===== config.mk =====
export PLATFORM = sky130hd
export DESIGN_NAME = path_err_poll_bank
export DESIGN_NICKNAME = d
export VERILOG_FILES = /design/src/rtl/path_err_pkg.sv /design/src/rtl/poll_strobe_gen.sv /design/src/rtl/err_accum.sv /design/src/rtl/hold_read_mux.sv /design/src/rtl/path_err_poll_bank.sv
export SDC_FILE = /design/constraint.sdc
export NUM_CORES = 1
export LEC_CHECK = 0
export ABC_CLOCK_PERIOD_IN_PS = 3650
export BUFFER_PORTS_ARGS = -buffer_cell sky130_fd_sc_hd__buf_2
export CORE_AREA = 2 2 106 108
export DETAILED_ROUTE_END_ITERATION = 16
export DIE_AREA = 0 0 108 110
export GPL_ROUTABILITY_DRIVEN = 1
export SETUP_SLACK_MARGIN = 0.3
export SLEW_MARGIN = 10
export SYNTH_ARGS = -nofsm -noshare
export SYNTH_HDL_FRONTEND = slang
export SYNTH_SLANG_ARGS = --single-unit
export TNS_END_PERCENT = 20

===== constraint.sdc =====
create_clock -name clk -period 3.65 [get_ports clk]
set_clock_uncertainty 0.15 [all_clocks]
set_input_delay 0.365 -clock clk [delete_from_list [all_inputs] [get_ports clk]]
set_output_delay 0.365 -clock clk [all_outputs]
set_load 0.01 [all_outputs]

===== src/rtl/path_err_pkg.sv =====
package path_err_pkg;
  localparam int BUS_AW    = 8;
  localparam int BUS_DW    = 8;
  localparam int CNT_W     = 16;
  localparam int INC_W     = 4;
  localparam int MAX_INC   = 8;
  localparam int NUM_CNT   = 2;
  localparam int BYTES_PER = CNT_W / BUS_DW;
  localparam int GRP_SPAN  = NUM_CNT * BYTES_PER;
  localparam logic [BUS_AW-1:0] GRP_BASE    = 8'h38;
  localparam logic [BUS_AW-1:0] MASTER_ADDR = 8'h00;
endpackage


===== src/rtl/poll_strobe_gen.sv =====
module poll_strobe_gen #(
  parameter int ADDR_W = 8,
  parameter int SPAN = 4,
  parameter logic [ADDR_W-1:0] BASE = 8'h38,
  parameter logic [ADDR_W-1:0] MASTER = 8'h00
) (
  input  logic              clk,
  input  logic              rst_n,
  input  logic              wr_en,
  input  logic [ADDR_W-1:0] wr_addr,
  output logic              poll_o
);
  localparam logic [ADDR_W:0] END_EXCL = {1'b0, BASE} + (ADDR_W+1)'(SPAN);

  logic wr_q;
  logic grp_hit;
  logic mst_hit;

  always_comb begin
    grp_hit = (wr_addr >= BASE) && ({1'b0, wr_addr} < END_EXCL);
    mst_hit = (wr_addr == MASTER);
    poll_o  = wr_en && !wr_q && (grp_hit || mst_hit);
  end

  always_ff @(posedge clk or negedge rst_n) begin
    if (!rst_n) wr_q <= 1'b0;
    else        wr_q <= wr_en;
  end

  // a poll cycle is never immediately followed by another
  a_r9_one_shot: assert property (@(posedge clk) disable iff (!rst_n)
    poll_o |=> !poll_o);
endmodule


===== src/rtl/err_accum.sv =====
module err_accum #(
  parameter int CNT_W = 16,
  parameter int INC_W = 4,
  parameter int MAX_INC = 8
) (
  input  logic             clk,
  input  logic             rst_n,
  input  logic             inc_vld,
  input  logic [INC_W-1:0] inc_val,
  input  logic             poll,
  output logic [CNT_W-1:0] hold_o
);
  localparam logic [CNT_W-1:0] CEIL = {CNT_W{1'b1}};

  logic [CNT_W-1:0] run_q, run_nxt;
  logic [CNT_W-1:0] hold_q, hold_nxt;
  logic [CNT_W-1:0] inc_eff;
  logic [CNT_W:0]   sum;
  logic             run_en, hold_en;

  always_comb begin
    inc_eff = '0;
    if (inc_vld && (int'(inc_val) <= MAX_INC)) inc_eff = CNT_W'(inc_val);
    sum      = {1'b0, run_q} + {1'b0, inc_eff};
    run_en   = poll || (inc_eff != '0);
    if (poll)          run_nxt = inc_eff;
    else if (sum[CNT_W]) run_nxt = CEIL;
    else               run_nxt = sum[CNT_W-1:0];
    hold_en  = poll;
    hold_nxt = run_q;
  end

  always_ff @(posedge clk or negedge rst_n) begin
    if (!rst_n) begin
      run_q  <= '0;
      hold_q <= '0;
    end else begin
      if (run_en)  run_q  <= run_nxt;
      if (hold_en) hold_q <= hold_nxt;
    end
  end

  assign hold_o = hold_q;

  // a saturated total stays saturated until polled
  a_r4_no_wrap: assert property (@(posedge clk) disable iff (!rst_n)
    (run_q == CEIL && !poll) |=> run_q == CEIL);
  // without a poll the total never decreases
  a_r3_monotone: assert property (@(posedge clk) disable iff (!rst_n)
    !poll |=> run_q >= $past(run_q));
  // snapshot takes the pre-poll total
  a_r7_snapshot: assert property (@(posedge clk) disable iff (!rst_n)
    poll |=> hold_q == $past(run_q));
  // same-cycle increment is kept in the new interval
  a_r7_carry: assert property (@(posedge clk) disable iff (!rst_n)
    poll |=> run_q == $past(inc_eff));
  // holding register changes only on a poll
  a_r8_hold_kept: assert property (@(posedge clk) disable iff (!rst_n)
    !poll |=> $stable(hold_q));
endmodule


===== src/rtl/hold_read_mux.sv =====
module hold_read_mux #(
  parameter int NCNT = 2,
  parameter int CNT_W = 16,
  parameter int ADDR_W = 8,
  parameter int DATA_W = 8,
  parameter logic [ADDR_W-1:0] BASE = 8'h38
) (
  input  logic [ADDR_W-1:0]           rd_addr,
  input  logic [NCNT-1:0][CNT_W-1:0]  hold_i,
  output logic [DATA_W-1:0]           rd_data
);
  localparam int NB = CNT_W / DATA_W;

  always_comb begin
    rd_data = '0;
    for (int i = 0; i < NCNT; i++) begin
      for (int b = 0; b < NB; b++) begin
        if (rd_addr == BASE + ADDR_W'(i * NB + b))
          rd_data = hold_i[i][b*DATA_W +: DATA_W];
      end
    end
  end
endmodule


===== src/rtl/path_err_poll_bank.sv =====
module path_err_poll_bank
  import path_err_pkg::*;
(
  input  logic              clk,
  input  logic              rst_n,
  input  logic              wr_en,
  input  logic [BUS_AW-1:0] wr_addr,
  input  logic [BUS_AW-1:0] rd_addr,
  output logic [BUS_DW-1:0] rd_data,
  input  logic              bip_vld,
  input  logic [INC_W-1:0]  bip_errs,
  input  logic              febe_vld,
  input  logic [INC_W-1:0]  febe_val
);
  logic                            poll;
  logic [NUM_CNT-1:0]              vld_v;
  logic [NUM_CNT-1:0][INC_W-1:0]   val_v;
  logic [NUM_CNT-1:0][CNT_W-1:0]   hold_v;

  // counter 0: path parity, counter 1: far-end block errors
  assign vld_v = {febe_vld, bip_vld};
  assign val_v = {febe_val, bip_errs};

  poll_strobe_gen #(
    .ADDR_W(BUS_AW), .SPAN(GRP_SPAN), .BASE(GRP_BASE), .MASTER(MASTER_ADDR)
  ) u_poll (
    .clk(clk), .rst_n(rst_n), .wr_en(wr_en), .wr_addr(wr_addr), .poll_o(poll)
  );

  for (genvar g = 0; g < NUM_CNT; g++) begin : g_cnt
    err_accum #(.CNT_W(CNT_W), .INC_W(INC_W), .MAX_INC(MAX_INC)) u_acc (
      .clk(clk), .rst_n(rst_n), .inc_vld(vld_v[g]), .inc_val(val_v[g]),
      .poll(poll), .hold_o(hold_v[g])
    );
  end

  hold_read_mux #(
    .NCNT(NUM_CNT), .CNT_W(CNT_W), .ADDR_W(BUS_AW), .DATA_W(BUS_DW), .BASE(GRP_BASE)
  ) u_rd (
    .rd_addr(rd_addr), .hold_i(hold_v), .rd_data(rd_data)
  );

  // both holding registers move together, only on a poll
  a_r5_joint: assert property (@(posedge clk) disable iff (!rst_n)
    !poll |=> $stable(hold_v));
endmodule


# Word-level counts from Yosys, hierarchy flattened
# Index checks and enable logic that the tools add are counted.
totals:
  output_inout_bits: 8
  register_bits: 65
classes:
  magnitude_cmp: 4
  reduce_logical: 12
  muxes: 10
  add_sub_neg: 2
  n_eq_ne: 4
op_table:
  columns: ["operator", "count"]
  rows:
  - ["$mux W16", 4]
  - ["$add A16 B4 Y17", 2]
  - ["$eq A8 B6 Y1 const B", 4]
  - ["$mux W8", 4]
  - ["$reduce_bool A16 Y1", 2]
  - ["$ge A8 B6 Y1 const B", 1]
  - ["$le A4 B4 Y1 const B", 2]
  - ["$logic_not A8 Y1", 1]
  - ["$lt A8 B6 Y1 const B", 1]
  - ["$mux W4", 2]
  - ["$logic_and A1 B1 Y1", 5]
  - ["$logic_or A1 B1 Y1", 3]
  - ["$logic_not A1 Y1", 1]

# Logic depth before layout (Yosys ltp)
# Gate-level depths: netlist of run 1.
logic_depth:
  depth_word: 6
  mapped_depth: 10
  ltp_nobuf: 9

# Modules after synthesis
# A second synthesis of run 1 with hierarchy kept.
unflattened:
  cells_unflattened: 332
  hier_area_um2: 3678.5
by_module_without_submodules:
  columns: ["mod", "area_per_inst_um2", "seq_area_each_um2", "cells_each", "n_inst"]
  rows:
  - ["err_accum", 1676.6, 800.8, 152, 2]
  - ["hold_read_mux", 260.2, 0.0, 20, 1]
  - ["poll_strobe_gen", 65.1, 25.0, 8, 1]

# Worst setup path before layout of run 1
# OpenSTA, ideal clock, no wires.
synth_path:
  path_type: "input -> register"
  start: "input bip_vld"
  end: "register g_cnt[0].u_acc.run_q[2]"
  path_stages: 10
  setup_slack_ns: 0.949
  n_path_buf: 1
  required_ns: 3.371
  arrival_time_ns: 2.422
  path_cell_list: "nor2b_1 and2_1 ha_1 fa_1 a211oi_1 nor2_1 and4_1 buf_4 o31ai_1 o21ai_1"
synth_via:
  elab_chain_cells: 5
  elab_cells_between_ends: 7
synth_rtl:
  columns: ["element", "line_no", "rtl"]
  rows:
  - ["start: declaration", "path_err_poll_bank.sv:10", "input logic bip_vld,"]
  - ["$logic_and A1 B1 Y1 (*)", "err_accum.sv:23", "if (inc_vld && (int'(inc_val) <= MAX_INC)) inc_eff = CNT_W'(inc_val);"]
  - ["$mux W4 (*)", "err_accum.sv:23", null]
  - ["$add A16 B4 Y17", "err_accum.sv:24", "sum = {1'b0, run_q} + {1'b0, inc_eff};"]
  - ["$mux W16", "err_accum.sv:27", "else if (sum[CNT_W]) run_nxt = CEIL;"]
  - ["$mux W16", "err_accum.sv:26", "if (poll) run_nxt = inc_eff;"]
  - ["end signal: assignment", "err_accum.sv:38", "if (run_en) run_q <= run_nxt;"]
  - ["end: declaration", "err_accum.sv:15", "logic [CNT_W-1:0] run_q, run_nxt;"]
# Every way passes the cells marked *; elsewhere a longest branch is shown, timed or not.
# A chain may end at the register's enable or synchronous reset.

# Final worst setup path of run 1
# Same ends and word-level chain as after synthesis.

==> results of run 1 <==
-- flip-flops by register name (all words and copies together), names as in the netlist --
signal / flops
g_cnt.u_acc.hold_o: 32
u_poll.wr_q: 1
g_cnt.u_acc.hold_nxt: 32
-- kinds of logic (layout without fill, tap and decap cells) --
family,Yosys count,after routing
fa+ha+maj,10,10
flops,65,65
buf+inv,25,62
compound gates,75,75
xor+xnor,4,4
mux,14,14
simple gates,194,194
-- stage by stage --
stage,setup WS [ps],util,cell area [um^2],instances
2_1_floorplan,949,-,3680,387
3_3_place_gp,767,0.371,3970,549
3_5_place_dp,659,0.371,3970,549
4_1_cts,999,0.386,4130,564
5_1_grt,798,0.386,4130,564
6_report,983,0.386,4130,564
-- power by group through the flow --
| stage | combinational, uW | clock [uW] | sequential [uW] |
|---|---|---|---|
| after floorplan | 320 | 0 | 917 |
| after global placement | 389 | 0 | 963 |
| after detailed placement | 395 | 0 | 968 |
| after CTS | 400 | 508 | 955 |
| after global routing | 456 | 543 | 971 |
| final | 397 | 496 | 955 |
-- placed cells by master, fill, tap and decap left out, types with 3 or more instances in the layout --
| cell type | count |
|---|---|
| clkbuf_8 | 9 |
| a21o_1 | 3 |
| ha_1 | 8 |
| inv_1 | 7 |
| o31ai_1 | 4 |
| nand2_1 | 98 |
| mux2i_1 | 3 |
| and2_1 | 11 |
| nand4_1 | 4 |
| xor2_1 | 4 |
| nor2b_1 | 10 |
| buf_4 | 3 |
| nor3_1 | 9 |
| o21ai_1 | 11 |
| o21ai_0 | 8 |
| mux4_2 | 8 |
| buf_2 | 36 |
| nor2_1 | 13 |
| dfrtp_1 | 65 |
| a31oi_1 | 3 |
| a21oi_1 | 19 |
| and3_1 | 6 |
| nand3_1 | 15 |
| and4_1 | 6 |
| a311oi_1 | 8 |
| o211ai_1 | 5 |
| clkinv_2 | 3 |
-- synth_stat cells (4+ instances only) --
cell      instances  area share
and3_1            7       0.012
mux4_2            8       0.049
buf_4             4      0.0082
nand3_1          16       0.022
buf_2             4      0.0054
and2_1           11       0.019
o21ai_1          11       0.015
ha_1              8       0.027
nand4_1           4      0.0068
nand2_1          98        0.10
a21oi_1          19       0.026
o21ai_0           8       0.011
clkbuf_1          6      0.0061
dfrtp_1          65        0.44
o31ai_1           4      0.0082
nor2b_1          10       0.017
xor2_1            4      0.0095
inv_1             7      0.0071
nor2_1           13       0.013
and4_1            6       0.014
nor3_1            9       0.012
buf_6             4       0.012
o211ai_1          5       0.010
a311oi_1          8       0.019
-- routing by layer --
layer / share of wire / vias to the layer above / routed length (um) / GRT usage
li1: - / 1463 / - / -
met1: 0.48 / 1430 / 3990 / 0.212
met2: 0.45 / 76 / 3740 / 0.231
met3: 0.053 / 10 / 440 / 0.0276
met4: 0.012 / 0 / 102 / 0.0495
met5: 0 / - / 0 / 0
-- how the worst min path moves through the flow --
stage                                   startpoint                         end  slack, ps  depth (start not counted)
after floorplan                              rst_n  g_cnt[0].u_acc.hold_nxt[0]        -80                          0
after global placement    g_cnt[1].u_acc.hold_o[8]    g_cnt[1].u_acc.hold_o[8]        310                          2
after detailed placement  g_cnt[1].u_acc.hold_o[0]    g_cnt[1].u_acc.hold_o[0]        310                          2
after CTS                                    wr_en                 u_poll.wr_q          9                          1
after global routing                         wr_en                 u_poll.wr_q         10                          1
final                                        wr_en                 u_poll.wr_q         20                          1
-- layout make-up --
class	instances	area, um^2
Inverter	7	26.3
Tap cell	140	175
Fill cell	1104	6570
Multi-Input combinational cell	297	1920
Timing Repair Buffer	41	233
Sequential cell	65	1630
Clock inverter	4	22.5
Clock buffer	10	128
-- repair_timing --
action / 4_1_cts / 5_1_grt
hold buffers: 1 / 0
endpoints found under the hold margin: 30 / 0
gates resized for setup: 0 / 0
==> PnR_summary.wiki, run 1 <==
{| class="wikitable"
! Metric !! Value
|-
| Type of origin of the critical path || input port
|-
| Number of cell rows || 38
|-
| Share of cell area taken by muxes after synthesis || 0.0680
|-
| Cell type of the slowest stage on the worst timing path || fa_1
|-
| Share of the synthesized netlist area taken by xor and xnor gates || 0.00951
|-
| Maximum number of pins on one net before global-route repair || 52
|-
| DP HPWL || 5.84 mm
|-
| Combinational family with the most area after synthesis || simple AND/OR/NAND/NOR gates
|-
| Worst min path class || in2reg
|-
| Flop-to-flop setup slack || 1060 ps
|-
| Final hold violations || 0
|-
| Power consumption || 1850 uW
|-
| Post-DRT Antenna Nets || 0
|-
| Synth Flop Type || dfrtp_1
|-
| Antenna diodes || 0
|-
| Cells traversed along the worst timing path || buf_2, nor2b_1, and2_1, ha_1, fa_1, a211oi_1, nor2_1, and4_1, o31ai_1, o21ai_1
|-
| Number of cells on the worst reg-to-reg path || 7
|-
| Core Box Area || 10700 um^2
|-
| Die Height || 110 um
|-
| Share of synthesized flip-flops with an asynchronous set or reset || 1.00
|-
| Number of I/O port buffers || 36
|-
| Family with the most delay on the worst path || simple AND/OR/NAND/NOR gates
|-
| Via count || 2979
|-
| Boundary Pins || 37
|-
| Initial cell density of the core || 0.344
|-
| Wire length of the first global-routing pass || 14.0 mm
|-
| Number of flip-flops and latches in the synthesized netlist || 65
|-
| Max H-tree Level || 3
|-
| Share of layout cells above drive strength 1 || 0.193
|-
| Number of warning messages in the yosys log || 0
|-
| Worst endpoint data arrival time || 2720 ps
|-
| Mapped cell area || 3680 um^2
|-
| Wirelength, routed || 8.27 mm
|-
| TritonCTS clock tree || done
|-
| Clock net sink count || 65
|-
| Unrepaired setup endpoints after global routing || false
|-
| Sequential Power Share || 0.517
|-
| Achievable Freq || 0.375 GHz
|-
| Inserted Clock Buffers || 9
|-
| Critical Path Start || bip_vld
|-
| Worst stage delay on the critical path || 430 ps
|-
| Largest voltage drop on the vdd net || 0.000270 V
|-
| Crit path buf inv count || 1
|-
| Layout-stage area growth over the synthesis result || 12.1%
|-
| Part of the cycle the worst path needs || 0.731
|-
| Number of buffers on the longest clock path || 2
|-
| Final Max Slew Viols || 0
|-
| Number of global-route vias before repair || 2875
|-
| Area of the die || 11900 um^2
|-
| Terminus of the critical flop-to-flop path || g_cnt[0].u_acc.hold_nxt[2]
|-
| Outcome || completed
|-
| Root cell of the clock tree || clkbuf_8
|-
| Average vias per placed instance || 5.28
|-
| Leakage power || 0.00194 uW
|-
| Complex-gate fraction of the synthesized area || 0.138
|-
| Starting DRT DRC Count || 191
|-
| GPL Wtd Cong || 0.795
|-
| Share of synthesized cell area in full adder, half adder and majority cells || 0.0381
|-
| Number of nets in the final layout || 460
|-
| Switching Fraction || 0.326
|-
| Total of endpoints with negative setup slack in the final report || 0
|-
| Total number of cells along the worst setup path || 10
|-
| Fraction of power consumed by combinational cells || 0.215
|-
| Type of destination of the critical path || flop
|-
| Clock transition at the registers of the reported paths || 70 ps
|-
| Total Neg Setup Slack || 0 ps
|-
| Transition at the pin with the smallest max-transition slack || 728 ps
|-
| Tmin final || 2670 ps
|-
| Setup repair bufs after CTS || 0
|-
| Synth unique cells || 58
|-
| Simple-Gate Fraction of Synth Area || 0.266
|-
| Internal power consumption || 1250 uW
|-
| Horiz. Die Dim || 108 um
|-
| Power Density || 448 nW/um^2
|-
| Worst hold slack || 15.8 ps
|-
| Worst max-slew margin expressed relative to the limit || 0.515
|-
| Largest driver fanout on the critical path || 8
|-
| Post-synthesis area per instance || 9.51 um^2
|-
| NetSw || 602 uW
|-
| Post-detailed-route wirelength per cell || 14.7 um
|-
| Post-Syn Instances || 387
|-
| Number of nets in the synthesized netlist || 426
|-
| Start of the worst register-to-register path || g_cnt[0].u_acc.hold_nxt[0]
|-
| Post-synth EDFFs || 0
|-
| Clock group share of total power || 0.268
|-
| Residual overflow from global routing || 0
|-
| Clock Latency Late Sink || 340 ps
|-
| Required time reported for the critical path endpoint || 3710 ps
|-
| Crit path kind || in2reg
|-
| Sequential area share after synthesis || 0.442
|-
| DR pass1 iterations || 5
|-
| Last element of the critical path || g_cnt[0].u_acc.hold_nxt[2]
|-
| Number of antenna violations at the first check in global routing || 0
|-
| Gr usage total || 0.149
|-
| Remaining routing DRC violations || 0
|-
| Number of maximum-capacitance constraint violations || 0
|}
Power figures use the tool's default switching activity.
==> run 2: changes to the inputs <==
Settings changed: ABC_CLOCK_PERIOD_IN_PS 3650 to 2800.
Clock period 3.65 ns to 2.8 ns, I/O delays scaled along.
==> run 2 against run 1 <==
Effect of this change:
- global-route usage up 0.076 points
- critical path depth down 3
- worst setup slack worse by 580 ps
- sequential share of layout area down 0.81 points
- first-iteration DRC count down 32%
- die area unchanged
- via count down 0.91%
- sequential power up 31%
- largest power group unchanged
==> PnR_summary.wiki, run 2 (synthesized netlist as in run 1, its figures left out) <==
{| class="wikitable"
! Metric !! Value
|-
| Worst stage delay on the critical path || 400 ps (was 430 ps)
|-
| Area of the die || 11900 um^2 (unchanged)
|-
| Final Max Slew Viols || 0 (unchanged)
|-
| Starting DRT DRC Count || 130 (was 191)
|-
| Tmin final || 2400 ps
|-
| GPL Wtd Cong || 0.804 (was 0.795)
|-
| Leakage power || 0.00197 uW (was 0.00194 uW)
|-
| Most common cell after layout, fill and taps aside || nand2_1 (unchanged)
|-
| Power consumption || 2510 uW (was 1850 uW)
|-
| Via count || 2952 (was 2979)
|-
| Inserted Clock Buffers || 9 (unchanged)
|-
| Die Height || 110 um (unchanged)
|-
| Number of buffers on the longest clock path || 2 (unchanged)
|-
| Achievable Freq || 0.417 GHz
|-
| Type of destination of the critical path || flop (unchanged)
|-
| Initial cell density of the core || 0.344 (unchanged)
|-
| Clock transition at the registers of the reported paths || 80 ps (was 70 ps)
|-
| Layout-stage area growth over the synthesis result || 14.5% (was 12.1%)
|-
| Flop-to-flop setup slack || 400 ps (was 1060 ps)
|-
| Crit path buf inv count || 0 (was 1)
|-
| Boundary Pins || 37 (unchanged)
|-
| Root cell of the clock tree || clkbuf_8 (unchanged)
|-
| Transition at the pin with the smallest max-transition slack || 452 ps (was 728 ps)
|-
| Core Box Area || 10700 um^2 (unchanged)
|-
| DR pass1 iterations || 4 (was 5)
|-
| Number of maximum-capacitance constraint violations || 0 (unchanged)
|-
| Part of the cycle the worst path needs || 0.856
|-
| Unrepaired setup endpoints after global routing || true (was false)
|-
| Number of nets in the final layout || 464 (was 460)
|-
| Outcome || completed (unchanged)
|-
| Share of layout cells above drive strength 1 || 0.214 (was 0.193)
|-
| Maximum number of pins on one net before global-route repair || 66 (was 52)
|-
| Number of antenna violations at the first check in global routing || 0 (unchanged)
|-
| Type of origin of the critical path || flop (was input port)
|-
| Leading cell types in the layout, fill and taps excluded || nand2_1 (98), dfrtp_1 (65), buf_2 (36) (unchanged)
|-
| TritonCTS clock tree || done (unchanged)
|-
| Total of endpoints with negative setup slack in the final report || 0 (unchanged)
|-
| Start of the worst register-to-register path || g_cnt[0].u_acc.hold_nxt[0] (unchanged)
|-
| Residual overflow from global routing || 0 (unchanged)
|-
| Total number of cells along the worst setup path || 7 (was 10)
|-
| Final hold violations || 0 (unchanged)
|-
| Number of cell rows || 38 (unchanged)
|-
| Max H-tree Level || 3 (unchanged)
|-
| DP HPWL || 5.91 mm (was 5.84 mm)
|-
| Total Neg Setup Slack || 0 ps (unchanged)
|-
| Cell type of the slowest stage on the worst timing path || dfrtp_1 (was fa_1)
|-
| Wirelength, routed || 8.24 mm (was 8.27 mm)
|-
| Clock net sink count || 65 (unchanged)
|-
| Remaining routing DRC violations || 0 (unchanged)
|-
| Post-Place Setup Slack || 47.2 ps (was 659 ps)
|-
| Required time reported for the critical path endpoint || 2860 ps (was 3710 ps)
|-
| Worst min path class || in2reg (unchanged)
|-
| Last element of the critical path || g_cnt[0].u_acc.hold_nxt[3] (was g_cnt[0].u_acc.hold_nxt[2])
|-
| Number of global-route vias before repair || 2969 (was 2875)
|-
| Family with the most delay on the worst path || compound AO/OA/AOI/OAI gates (was simple AND/OR/NAND/NOR gates)
|-
| Terminus of the critical flop-to-flop path || g_cnt[0].u_acc.hold_nxt[3] (was g_cnt[0].u_acc.hold_nxt[2])
|-
| Worst max-slew margin expressed relative to the limit || 0.693 (was 0.515)
|-
| Largest voltage drop on the vdd net || 0.000363 V (was 0.000270 V)
|-
| Power Density || 595 nW/um^2 (was 448 nW/um^2)
|-
| Antenna diodes || 0 (unchanged)
|-
| Post-detailed-route wirelength per cell || 14.5 um (was 14.7 um)
|-
| Wire length of the first global-routing pass || 14.2 mm (was 14.0 mm)
|-
| Final worst slack || 404 ps (was 983 ps)
|-
| Crit path kind || reg2reg (was in2reg)
|-
| Cells traversed along the worst timing path || ha_1, fa_2, a211oi_2, nor2_1, and4_2, o31ai_1, o21ai_1 (was buf_2, nor2b_1, and2_1, ha_1, fa_1, a211oi_1, nor2_1, and4_1, o31ai_1, o21ai_1)
|-
| Number of cells on the worst reg-to-reg path || 7 (unchanged)
|-
| Horiz. Die Dim || 108 um (unchanged)
|-
| Critical Path Start || g_cnt[0].u_acc.hold_nxt[0] (was bip_vld)
|-
| Number of I/O port buffers || 36 (unchanged)
|-
| Worst endpoint data arrival time || 2450 ps (was 2720 ps)
|-
| Largest driver fanout on the critical path || 8 (unchanged)
|-
| Gr usage total || 0.150 (was 0.149)
|-
| Clock Latency Late Sink || 330 ps (was 340 ps)
|-
| Post-DRT Antenna Nets || 0 (unchanged)
|-
| Average vias per placed instance || 5.18 (was 5.28)
|}
==> run 2: cell count changes in the layout (fill, tap and decap cells not counted), sizes merged <==
cell	before	now
dlygate4sd3	1	2
clkbuf	10	11
buf	40	43
clkinvlp	1	2
==> run 2: how the worst min path moves through the flow <==
stage / cells after the start / start / slack, ps / end
after floorplan: 0 / rst_n / -170 / g_cnt[0].u_acc.hold_nxt[0]
after global placement: 2 / rst_n / 170 / g_cnt[0].u_acc.hold_nxt[15]
after detailed placement: 2 / rst_n / 180 / g_cnt[0].u_acc.hold_nxt[15]
after CTS: 4 / febe_val[2] / 190 / g_cnt[1].u_acc.hold_nxt[2]
after global routing: 4 / febe_val[2] / 220 / g_cnt[1].u_acc.hold_nxt[2]
final: 4 / febe_val[2] / 200 / g_cnt[1].u_acc.hold_nxt[2]
==> run 2: per-layer routing <==
metal  vias to the layer above  share of wire  track usage
li1                       1470              -            -
met1                      1416           0.49        0.209
met2                        59           0.46        0.244
met3                         7          0.034       0.0218
met4                         0         0.0098       0.0467
met5                         -              0            0
==> run 2: final cells by class <==
type	instances	area, um^2
Sequential cell	65	1630
Clock inverter	5	30.0
Inverter	7	26.3
Timing Repair Buffer	45	278
Fill cell	1060	6480
Clock buffer	11	151
Tap cell	140	175
Multi-Input combinational cell	297	1930
==> run 2: power by group <==
group	switching (uW)	internal, uW	total (uW)
combinational	287	250	538
clock	359	365	724
sequential	167	1080	1250
==> run 2: timing repair <==
item / in CTS / in global routing
setup buffers: 0 / 0
hold endpoints to repair: 66 / 0
hold buffers: 2 / 0
gates resized for setup: 0 / 3
setup endpoints to repair: 0 / 7
==> run 2: worst register-to-register path, stage by stage, from the launching register on <==
cell and delay [ps]:
dfrtp_1 400, ha_1 230, fa_2 380, a211oi_2 330, nor2_1 130, and4_2 310, o31ai_1 250, o21ai_1 100
==> run 2: metrics by stage <==
step           utilization  hold WS (ps)  std cells  instance area, um^2
4_1_cts              0.394           191        570                 4210
3_3_place_gp         0.375           174        552                 4010
3_5_place_dp         0.375           178        552                 4010
6_report             0.394           199        570                 4220
2_1_floorplan            -          -166        387                 3690
5_1_grt              0.394           221        570                 4220
